## src/rtl/i2c_rx_pkg.sv

```systemverilog
package i2c_rx_pkg;

  localparam int BYTE_W = 8;
  localparam int CNT_W  = $clog2(BYTE_W + 1);
  localparam int MODE_W = 4;
  localparam int REG_AW = 2;

  // host register select
  localparam logic [REG_AW-1:0] RA_CTRL = 2'd0;
  localparam logic [REG_AW-1:0] RA_STAT = 2'd1;
  localparam logic [REG_AW-1:0] RA_BUF  = 2'd2;
  localparam logic [REG_AW-1:0] RA_ADR  = 2'd3;

  // control bit positions
  localparam int CB_EN  = 7;
  localparam int CB_OVF = 6;

  // status bit positions
  localparam int SB_START = 0;
  localparam int SB_STOP  = 1;
  localparam int SB_DATA  = 2;
  localparam int SB_LONXT = 3;
  localparam int SB_RW    = 4;
  localparam int SB_FULL  = 5;

  typedef enum logic [MODE_W-1:0] {
    MODE_SL7     = 4'b0001,
    MODE_SL10    = 4'b0010,
    MODE_SL7_SP  = 4'b0101,
    MODE_SL10_SP = 4'b0110,
    MODE_FW_MST  = 4'b1000
  } mode_e;

  typedef enum logic [2:0] {
    PH_IDLE,
    PH_ADDR,
    PH_ADDR_LO,
    PH_DATA,
    PH_SKIP
  } phase_e;

  function automatic logic mode_is_slave(input logic [MODE_W-1:0] m);
    return (m == MODE_SL7) || (m == MODE_SL10) ||
           (m == MODE_SL7_SP) || (m == MODE_SL10_SP);
  endfunction

  function automatic logic mode_is_ten(input logic [MODE_W-1:0] m);
    return (m == MODE_SL10) || (m == MODE_SL10_SP);
  endfunction

  function automatic logic mode_sp_irq(input logic [MODE_W-1:0] m);
    return (m == MODE_SL7_SP) || (m == MODE_SL10_SP);
  endfunction

endpackage

```

## src/rtl/i2c_bus_cond.sv

```systemverilog
module i2c_bus_cond (
  input  logic clk_i,
  input  logic rst_ni,
  input  logic scl_i,
  input  logic sda_i,
  output logic scl_rise_o,
  output logic scl_fall_o,
  output logic start_o,
  output logic stop_o
);

  logic scl_q, sda_q;

  always_ff @(posedge clk_i or negedge rst_ni) begin
    if (!rst_ni) begin
      scl_q <= 1'b1;
      sda_q <= 1'b1;
    end else begin
      scl_q <= scl_i;
      sda_q <= sda_i;
    end
  end

  assign scl_rise_o = scl_i & ~scl_q;
  assign scl_fall_o = ~scl_i & scl_q;
  // SDA edge with SCL steady high
  assign start_o    = scl_i & scl_q & sda_q & ~sda_i;
  assign stop_o     = scl_i & scl_q & ~sda_q & sda_i;

endmodule

```

## src/rtl/i2c_rx_engine.sv

```systemverilog
module i2c_rx_engine
  import i2c_rx_pkg::*;
(
  input  logic              clk_i,
  input  logic              rst_ni,
  input  logic              slave_en_i,
  input  logic              ten_bit_i,
  input  logic              scl_rise_i,
  input  logic              scl_fall_i,
  input  logic              start_i,
  input  logic              stop_i,
  input  logic              sda_i,
  input  logic [BYTE_W-1:0] addr_reg_i,
  input  logic              buf_full_i,
  output logic              load_o,
  output logic              drop_o,
  output logic [BYTE_W-1:0] byte_o,
  output logic              addr_byte_o,
  output logic              lo_next_o,
  output logic              rw_upd_o,
  output logic              sda_oe_o
);

  localparam logic [CNT_W-1:0] LAST_BIT = CNT_W'(BYTE_W - 1);
  localparam logic [CNT_W-1:0] ACK_SLOT = CNT_W'(BYTE_W);

  phase_e            phase_q, nxt_phase;
  logic [CNT_W-1:0]  cnt_q;
  logic [BYTE_W-1:0] shift_q, rx_byte;
  logic              ack_q, oe_q;
  logic              byte_done, hit, is_addr, lo_next, accept;

  assign rx_byte   = {shift_q[BYTE_W-2:0], sda_i};
  assign byte_done = scl_rise_i && (cnt_q == LAST_BIT) &&
                     (phase_q == PH_ADDR || phase_q == PH_ADDR_LO || phase_q == PH_DATA);

  always_comb begin
    hit       = 1'b0;
    is_addr   = 1'b1;
    lo_next   = 1'b0;
    nxt_phase = phase_q;
    unique case (phase_q)
      PH_ADDR: begin
        if (ten_bit_i) begin
          hit       = (rx_byte[BYTE_W-1:1] == addr_reg_i[BYTE_W-1:1]) && !rx_byte[0];
          lo_next   = 1'b1;
          nxt_phase = PH_ADDR_LO;
        end else begin
          // general call never matches
          hit       = (rx_byte[BYTE_W-1:1] == addr_reg_i[BYTE_W-1:1]) &&
                      (rx_byte[BYTE_W-1:1] != '0);
          nxt_phase = PH_DATA;
        end
      end
      PH_ADDR_LO: begin
        hit       = (rx_byte == addr_reg_i);
        nxt_phase = PH_DATA;
      end
      PH_DATA: begin
        hit     = 1'b1;
        is_addr = 1'b0;
      end
      default: ;
    endcase
  end

  assign accept      = byte_done && hit && !buf_full_i;
  assign load_o      = accept;
  assign drop_o      = byte_done && hit && buf_full_i;
  assign byte_o      = rx_byte;
  assign addr_byte_o = is_addr;
  assign lo_next_o   = lo_next;
  assign rw_upd_o    = accept && (phase_q == PH_ADDR) && !ten_bit_i;
  assign sda_oe_o    = oe_q;

  always_ff @(posedge clk_i or negedge rst_ni) begin
    if (!rst_ni) begin
      phase_q <= PH_IDLE;
      cnt_q   <= '0;
      shift_q <= '0;
      ack_q   <= 1'b0;
      oe_q    <= 1'b0;
    end else if (!slave_en_i) begin
      phase_q <= PH_IDLE;
      cnt_q   <= '0;
      ack_q   <= 1'b0;
      oe_q    <= 1'b0;
    end else if (start_i) begin
      phase_q <= PH_ADDR;
      cnt_q   <= '0;
      ack_q   <= 1'b0;
      oe_q    <= 1'b0;
    end else if (stop_i) begin
      phase_q <= PH_IDLE;
      cnt_q   <= '0;
      ack_q   <= 1'b0;
      oe_q    <= 1'b0;
    end else begin
      if (scl_rise_i && phase_q != PH_IDLE) begin
        if (cnt_q == ACK_SLOT) begin
          cnt_q <= '0;
          ack_q <= 1'b0;
        end else begin
          cnt_q   <= cnt_q + 1'b1;
          shift_q <= rx_byte;
        end
        if (byte_done) begin
          ack_q <= accept;
          if (accept)                 phase_q <= nxt_phase;
          else if (phase_q != PH_DATA) phase_q <= PH_SKIP;
        end
      end
      // ACK drive from the fall after bit 0 to the fall after the ninth pulse
      if (scl_fall_i) oe_q <= (cnt_q == ACK_SLOT) && ack_q;
    end
  end

endmodule

```

## src/rtl/i2c_slave_rx.sv

```systemverilog
module i2c_slave_rx
  import i2c_rx_pkg::*;
(
  input  logic              clk_i,
  input  logic              rst_ni,
  input  logic              scl_i,
  input  logic              sda_i,
  output logic              sda_oe_o,
  output logic              irq_o,
  input  logic              reg_wr_i,
  input  logic              reg_rd_i,
  input  logic [REG_AW-1:0] reg_addr_i,
  input  logic [BYTE_W-1:0] reg_wdata_i,
  output logic [BYTE_W-1:0] reg_rdata_o
);

  logic              en_q, ovf_q;
  logic [MODE_W-1:0] mode_q;
  logic [BYTE_W-1:0] addr_q, buf_q;
  logic              full_q, s_q, p_q, dat_q, lo_q, rw_q, irq_q;

  logic              scl_rise, scl_fall, start_det, stop_det;
  logic              slave_en;
  logic              load, drop, addr_byte, lo_next, rw_upd;
  logic [BYTE_W-1:0] rx_byte;
  logic              ctrl_wr;

  assign slave_en = en_q && mode_is_slave(mode_q);
  assign ctrl_wr  = reg_wr_i && (reg_addr_i == RA_CTRL);

  i2c_bus_cond u_cond (
    .clk_i      (clk_i),
    .rst_ni     (rst_ni),
    .scl_i      (scl_i),
    .sda_i      (sda_i),
    .scl_rise_o (scl_rise),
    .scl_fall_o (scl_fall),
    .start_o    (start_det),
    .stop_o     (stop_det)
  );

  i2c_rx_engine u_eng (
    .clk_i       (clk_i),
    .rst_ni      (rst_ni),
    .slave_en_i  (slave_en),
    .ten_bit_i   (mode_is_ten(mode_q)),
    .scl_rise_i  (scl_rise),
    .scl_fall_i  (scl_fall),
    .start_i     (start_det),
    .stop_i      (stop_det),
    .sda_i       (sda_i),
    .addr_reg_i  (addr_q),
    .buf_full_i  (full_q),
    .load_o      (load),
    .drop_o      (drop),
    .byte_o      (rx_byte),
    .addr_byte_o (addr_byte),
    .lo_next_o   (lo_next),
    .rw_upd_o    (rw_upd),
    .sda_oe_o    (sda_oe_o)
  );

  // host-owned control and address
  always_ff @(posedge clk_i or negedge rst_ni) begin
    if (!rst_ni) begin
      en_q   <= 1'b0;
      mode_q <= '0;
      ovf_q  <= 1'b0;
      addr_q <= '0;
    end else begin
      if (ctrl_wr) begin
        en_q   <= reg_wdata_i[CB_EN];
        mode_q <= reg_wdata_i[MODE_W-1:0];
      end
      if (drop)                             ovf_q <= 1'b1;
      else if (ctrl_wr && !reg_wdata_i[CB_OVF]) ovf_q <= 1'b0;
      if (reg_wr_i && reg_addr_i == RA_ADR) addr_q <= reg_wdata_i;
    end
  end

  // receive buffer and status
  always_ff @(posedge clk_i or negedge rst_ni) begin
    if (!rst_ni) begin
      buf_q  <= '0;
      full_q <= 1'b0;
      s_q    <= 1'b0;
      p_q    <= 1'b0;
      dat_q  <= 1'b0;
      lo_q   <= 1'b0;
      rw_q   <= 1'b0;
      irq_q  <= 1'b0;
    end else if (!en_q) begin
      full_q <= 1'b0;
      s_q    <= 1'b0;
      p_q    <= 1'b0;
      dat_q  <= 1'b0;
      lo_q   <= 1'b0;
      rw_q   <= 1'b0;
      irq_q  <= 1'b0;
    end else begin
      if (start_det) begin
        s_q <= 1'b1;
        p_q <= 1'b0;
      end else if (stop_det) begin
        p_q <= 1'b1;
        s_q <= 1'b0;
      end
      if (load) begin
        buf_q  <= rx_byte;
        full_q <= 1'b1;
        dat_q  <= !addr_byte;
        lo_q   <= lo_next;
      end else if (reg_rd_i && reg_addr_i == RA_BUF) begin
        full_q <= 1'b0;
      end
      if (rw_upd) rw_q <= rx_byte[0];
      irq_q <= load || (mode_sp_irq(mode_q) && (start_det || stop_det));
    end
  end

  assign irq_o = irq_q;

  always_comb begin
    reg_rdata_o = '0;
    unique case (reg_addr_i)
      RA_CTRL: begin
        reg_rdata_o[CB_EN]        = en_q;
        reg_rdata_o[CB_OVF]       = ovf_q;
        reg_rdata_o[MODE_W-1:0]   = mode_q;
      end
      RA_STAT: begin
        reg_rdata_o[SB_START] = s_q;
        reg_rdata_o[SB_STOP]  = p_q;
        reg_rdata_o[SB_DATA]  = dat_q;
        reg_rdata_o[SB_LONXT] = lo_q;
        reg_rdata_o[SB_RW]    = rw_q;
        reg_rdata_o[SB_FULL]  = full_q;
      end
      RA_BUF:  reg_rdata_o = buf_q;
      default: reg_rdata_o = addr_q;
    endcase
  end

endmodule

```

## config.mk

```make
export PLATFORM = sky130hd
export DESIGN_NAME = i2c_slave_rx
export DESIGN_NICKNAME = d
export VERILOG_FILES = /design/src/rtl/i2c_rx_pkg.sv /design/src/rtl/i2c_bus_cond.sv /design/src/rtl/i2c_rx_engine.sv /design/src/rtl/i2c_slave_rx.sv
export SDC_FILE = /design/constraint.sdc
export NUM_CORES = 1
export LEC_CHECK = 0
export ABC_CLOCK_PERIOD_IN_PS = 3600
export CORE_ASPECT_RATIO = 1.25
export CORE_UTILIZATION = 55
export CTS_CLUSTER_DIAMETER = 200
export DETAILED_ROUTE_END_ITERATION = 10
export DONT_BUFFER_PORTS = 1
export GPL_TIMING_DRIVEN = 0
export PLACE_DENSITY = 0.79
export SYNTH_ARGS = -nofsm -noshare
export SYNTH_HDL_FRONTEND = slang
export SYNTH_SLANG_ARGS = --single-unit
```

## constraint.sdc

```tcl
create_clock -name clk_i -period 3.6 [get_ports clk_i]
set_input_delay 0.18 -clock clk_i [delete_from_list [all_inputs] [get_ports clk_i]]
set_output_delay 0.18 -clock clk_i [all_outputs]
set_load 0.03 [all_outputs]
```

==> results.ini <==
[layout]
fin_area_um2=2750
drive_gt1_share_pct=23.0
area_delta_synth_final_pct=9.23
n_antenna_cell=0
fillers=360
seqCellArea_um2=1180
final_net_count=248
final-instance-count-excl-fill=288
multiInputGateArea_um2=1280

[floorplanning]
die_w_um=62.6
core_area_um2=4390
dieArea_um2=4860
ioPinCount=26
rows=27
die_h_um=77.7
initial_utilization_pct=57.4

[timing]
final.setup.tns_ps=0
worst_slack_ps=1310
timing.max_slew.rel_slack_pct=55.8
finalCritPeriodShare_pct=63.7
hold_viol=0
fmax_mhz=436
fin_crit_ps=2290
fin_skew_ps=4.32
worstMarginPinSlew_ps=657
finalSetupViolations=0
rsz0062_at_grt=no
slew_viol_final=0

[place]
port_buffers=0
pre_cts_ws_ps=1280
dp.cells=277
gp_congestion=0.887
place_area_um2=2590
hpwl_um=3880

[synthesis]
synth.top_cells.by_count=dfrtp_1 (45), mux2_2 (29), nand2_1 (12), o21ai_0 (12), nand3_1 (11)
synth_area_leaders=dfrtp_1 (45%), mux2_2 (13%), mux4_2 (3.6%), o21ai_0 (2.4%), nand3_1 (2.2%)
synth_seq_cells=47
synthesis.instances=219
synth_edf_count=0
synth_nets=237
syn_area_um2=2520
avgSynthCellArea_um2=11.5
yosys_warnings=0
ys_types=50
synth_seq_area_share_pct=46.7
yosysTopAreaCell=dfrtp_1
synth_flop_cell=dfrtp_1
yosysTopAreaCellShare_pct=44.7
synth.most_common_cell=dfrtp_1
ys_async_sr_fraction_pct=100

[global_routing]
grt_usage_pct=23.9
overflow=0
grt_pass1_wl_um=8870
grt_pass1_vias=1784
antenna_found_initial=0
grt_max_degree=48

[critical_path]
r2r_end=buf_q[1]
cp_slowest_stage_delay_ps=460
worstSetupStartpointType=flip-flop
rrSetupSlack_ps=1310
end_kind=flip-flop
worstRegToRegCells=7
crit_fanout=9
reg2reg_from=u_eng.cnt_q[0]
worstSetupPathType=reg -> reg
critPathSlowestCell=or4_1
crit_chain=ha_1 > o211ai_2 > or4_1 > buf_2 > nor2_4 > o2111ai_4 > mux2_1
critical_path_arrival_ps=2480
required_ps=3790

[clocking]
cts.sinks=47
cts-root-buf=clkbuf_8
clk_latency_ps=300
cts_made_buffers=5
clockBufferDepth=2
h-tree-depth=2
ctsResizeCount=0
cts_tree=built
path_clk_slew_ps=80

[drt]
drc=0
drt_wl_total_um=5210
drt-initial-drc-count=96
via_count=1744
dr.pass1.iters=4
via_per_inst=6.06
postRouteAntennaNets=0
wl_per_cell_um=18.1

[power_and_ir_drop]
ir_worst_vdd_v=0.000299
finalPower_w=0.00112
cellLeakagePower_nw=1.19
p_per_area_nw_per_um2=407

[hold_path]
hp-start=reg_wdata_i[0]
min_path_type=in -> reg
hold_depth=1
hold_path_end=mode_q[0]

[flow_run]
cap_violations=0

[outcome]
status=completed

-- sequential cells by signal (all words and copies together) (netlist names), 3 cells and up --
name,flops
mode_q,4
u_eng.shift_q,7
u_eng.phase_q,3
u_eng.cnt_q,4
addr_q,8
buf_q,8
-- final cells by class --
class	count	area share (%)
Timing Repair Buffer	4	2.09
Sequential cell	47	42.8
Multi-Input combinational cell	158	46.6
Tap cell	58	2.64
Clock inverter	1	1.09
Clock buffer	6	2.64
Buffer	10	1.59
Inverter	4	0.545
-- how the worst max path moves through the flow --
| stage | startpoint | endpoint | slack (ps) | depth (start not counted) |
|---|---|---|---|---|
| 2_1_floorplan | u_eng.cnt_q[0] | buf_q[1] | 1530 | 7 |
| 3_3_place_gp | u_eng.cnt_q[0] | buf_q[1] | 1320 | 7 |
| 3_5_place_dp | u_eng.cnt_q[0] | buf_q[3] | 1280 | 7 |
| 4_1_cts | u_eng.cnt_q[0] | buf_q[3] | 1270 | 7 |
| 5_1_grt | u_eng.cnt_q[0] | buf_q[1] | 1110 | 7 |
| 6_report | u_eng.cnt_q[0] | buf_q[1] | 1310 | 7 |
-- per-stage QoR --
| stage | util, % | hold WS [ps] |
|---|---|---|
| detailed placement | 59.1 | -115 |
| CTS | 62.7 | 17.7 |
| global placement | 59.1 | -114 |
| global route | 62.7 | 18.8 |
| finish | 62.7 | 22.5 |
| floorplan | - | -116 |
-- worst max-delay path: cells and delay by family (launching register included) --
family / cells / cell delay, ps
AND/OR/NAND/NOR: 2 / 600
flip-flops: 1 / 410
multiplexers: 1 / 380
AO/OA/AOI/OAI: 2 / 360
adder cells (fa/ha/maj): 1 / 240
buffers and inverters: 1 / 190
-- metal layers --
layer | up-vias | GRT usage [%] | routed length [um]
li1 | 836 | - | -
met1 | 875 | 27.7 | 2070
met2 | 24 | 42.8 | 2870
met3 | 9 | 4.56 | 147
met4 | 0 | 9.77 | 112
met5 | - | 0 | 0
-- cell families (layout without fill, tap and decap cells) --
group | after synthesis | in the layout | synth area share, %
muxes | 38 | 38 | 18.7
adders and majority gates | 2 | 2 | 0.992
AOI/OAI and AO/OA | 40 | 40 | 12.1
DFF | 47 | 47 | 46.7
xor gates and xnor gates | 9 | 9 | 3.13
and+or+nand+nor | 69 | 69 | 16.1
buffers and inverters | 14 | 25 | 2.33
-- placed cells by master, fill, tap and decap left out, types with 2 or more instances in the layout --
cell type and instances:
nand2_1 12, xnor2_1 5, and2_1 3, inv_1 4
a21boi_0 2, nor2_1 9, dfstp_2 2, nor3_1 6
clkbuf_1 7, nand2b_1 3, buf_2 2, nor4_2 2
o211ai_1 2, nand3_1 11, dlygate4sd3_1 3, mux4_2 4
mux2_1 3, xor2_1 4, a22o_1 4, or3_1 2
dfrtp_1 45, nand4b_1 2, mux2_2 29, a21oi_1 9
ha_1 2, a31oi_1 2, mux2i_1 2, nor2b_1 4
nand4_1 2, o21ai_0 12, clkbuf_8 5, nor3b_1 3
or4_1 2
-- timing repair --
action / CTS / global route
hold buffers: 4 / 0
setup buffers: 0 / 0
hold endpoints to repair: 49 / 0
-- report_power, final --
group          internal, W  total, W  leakage, nW  switching (W)
Sequential        0.000560  0.000594        0.622      0.0000339
Combinational    0.0000696  0.000157        0.512      0.0000877
Clock             0.000203  0.000370       0.0513       0.000167
Total             0.000833   0.00112         1.19       0.000289
Note: power is estimated with default switching activity, not from simulation.
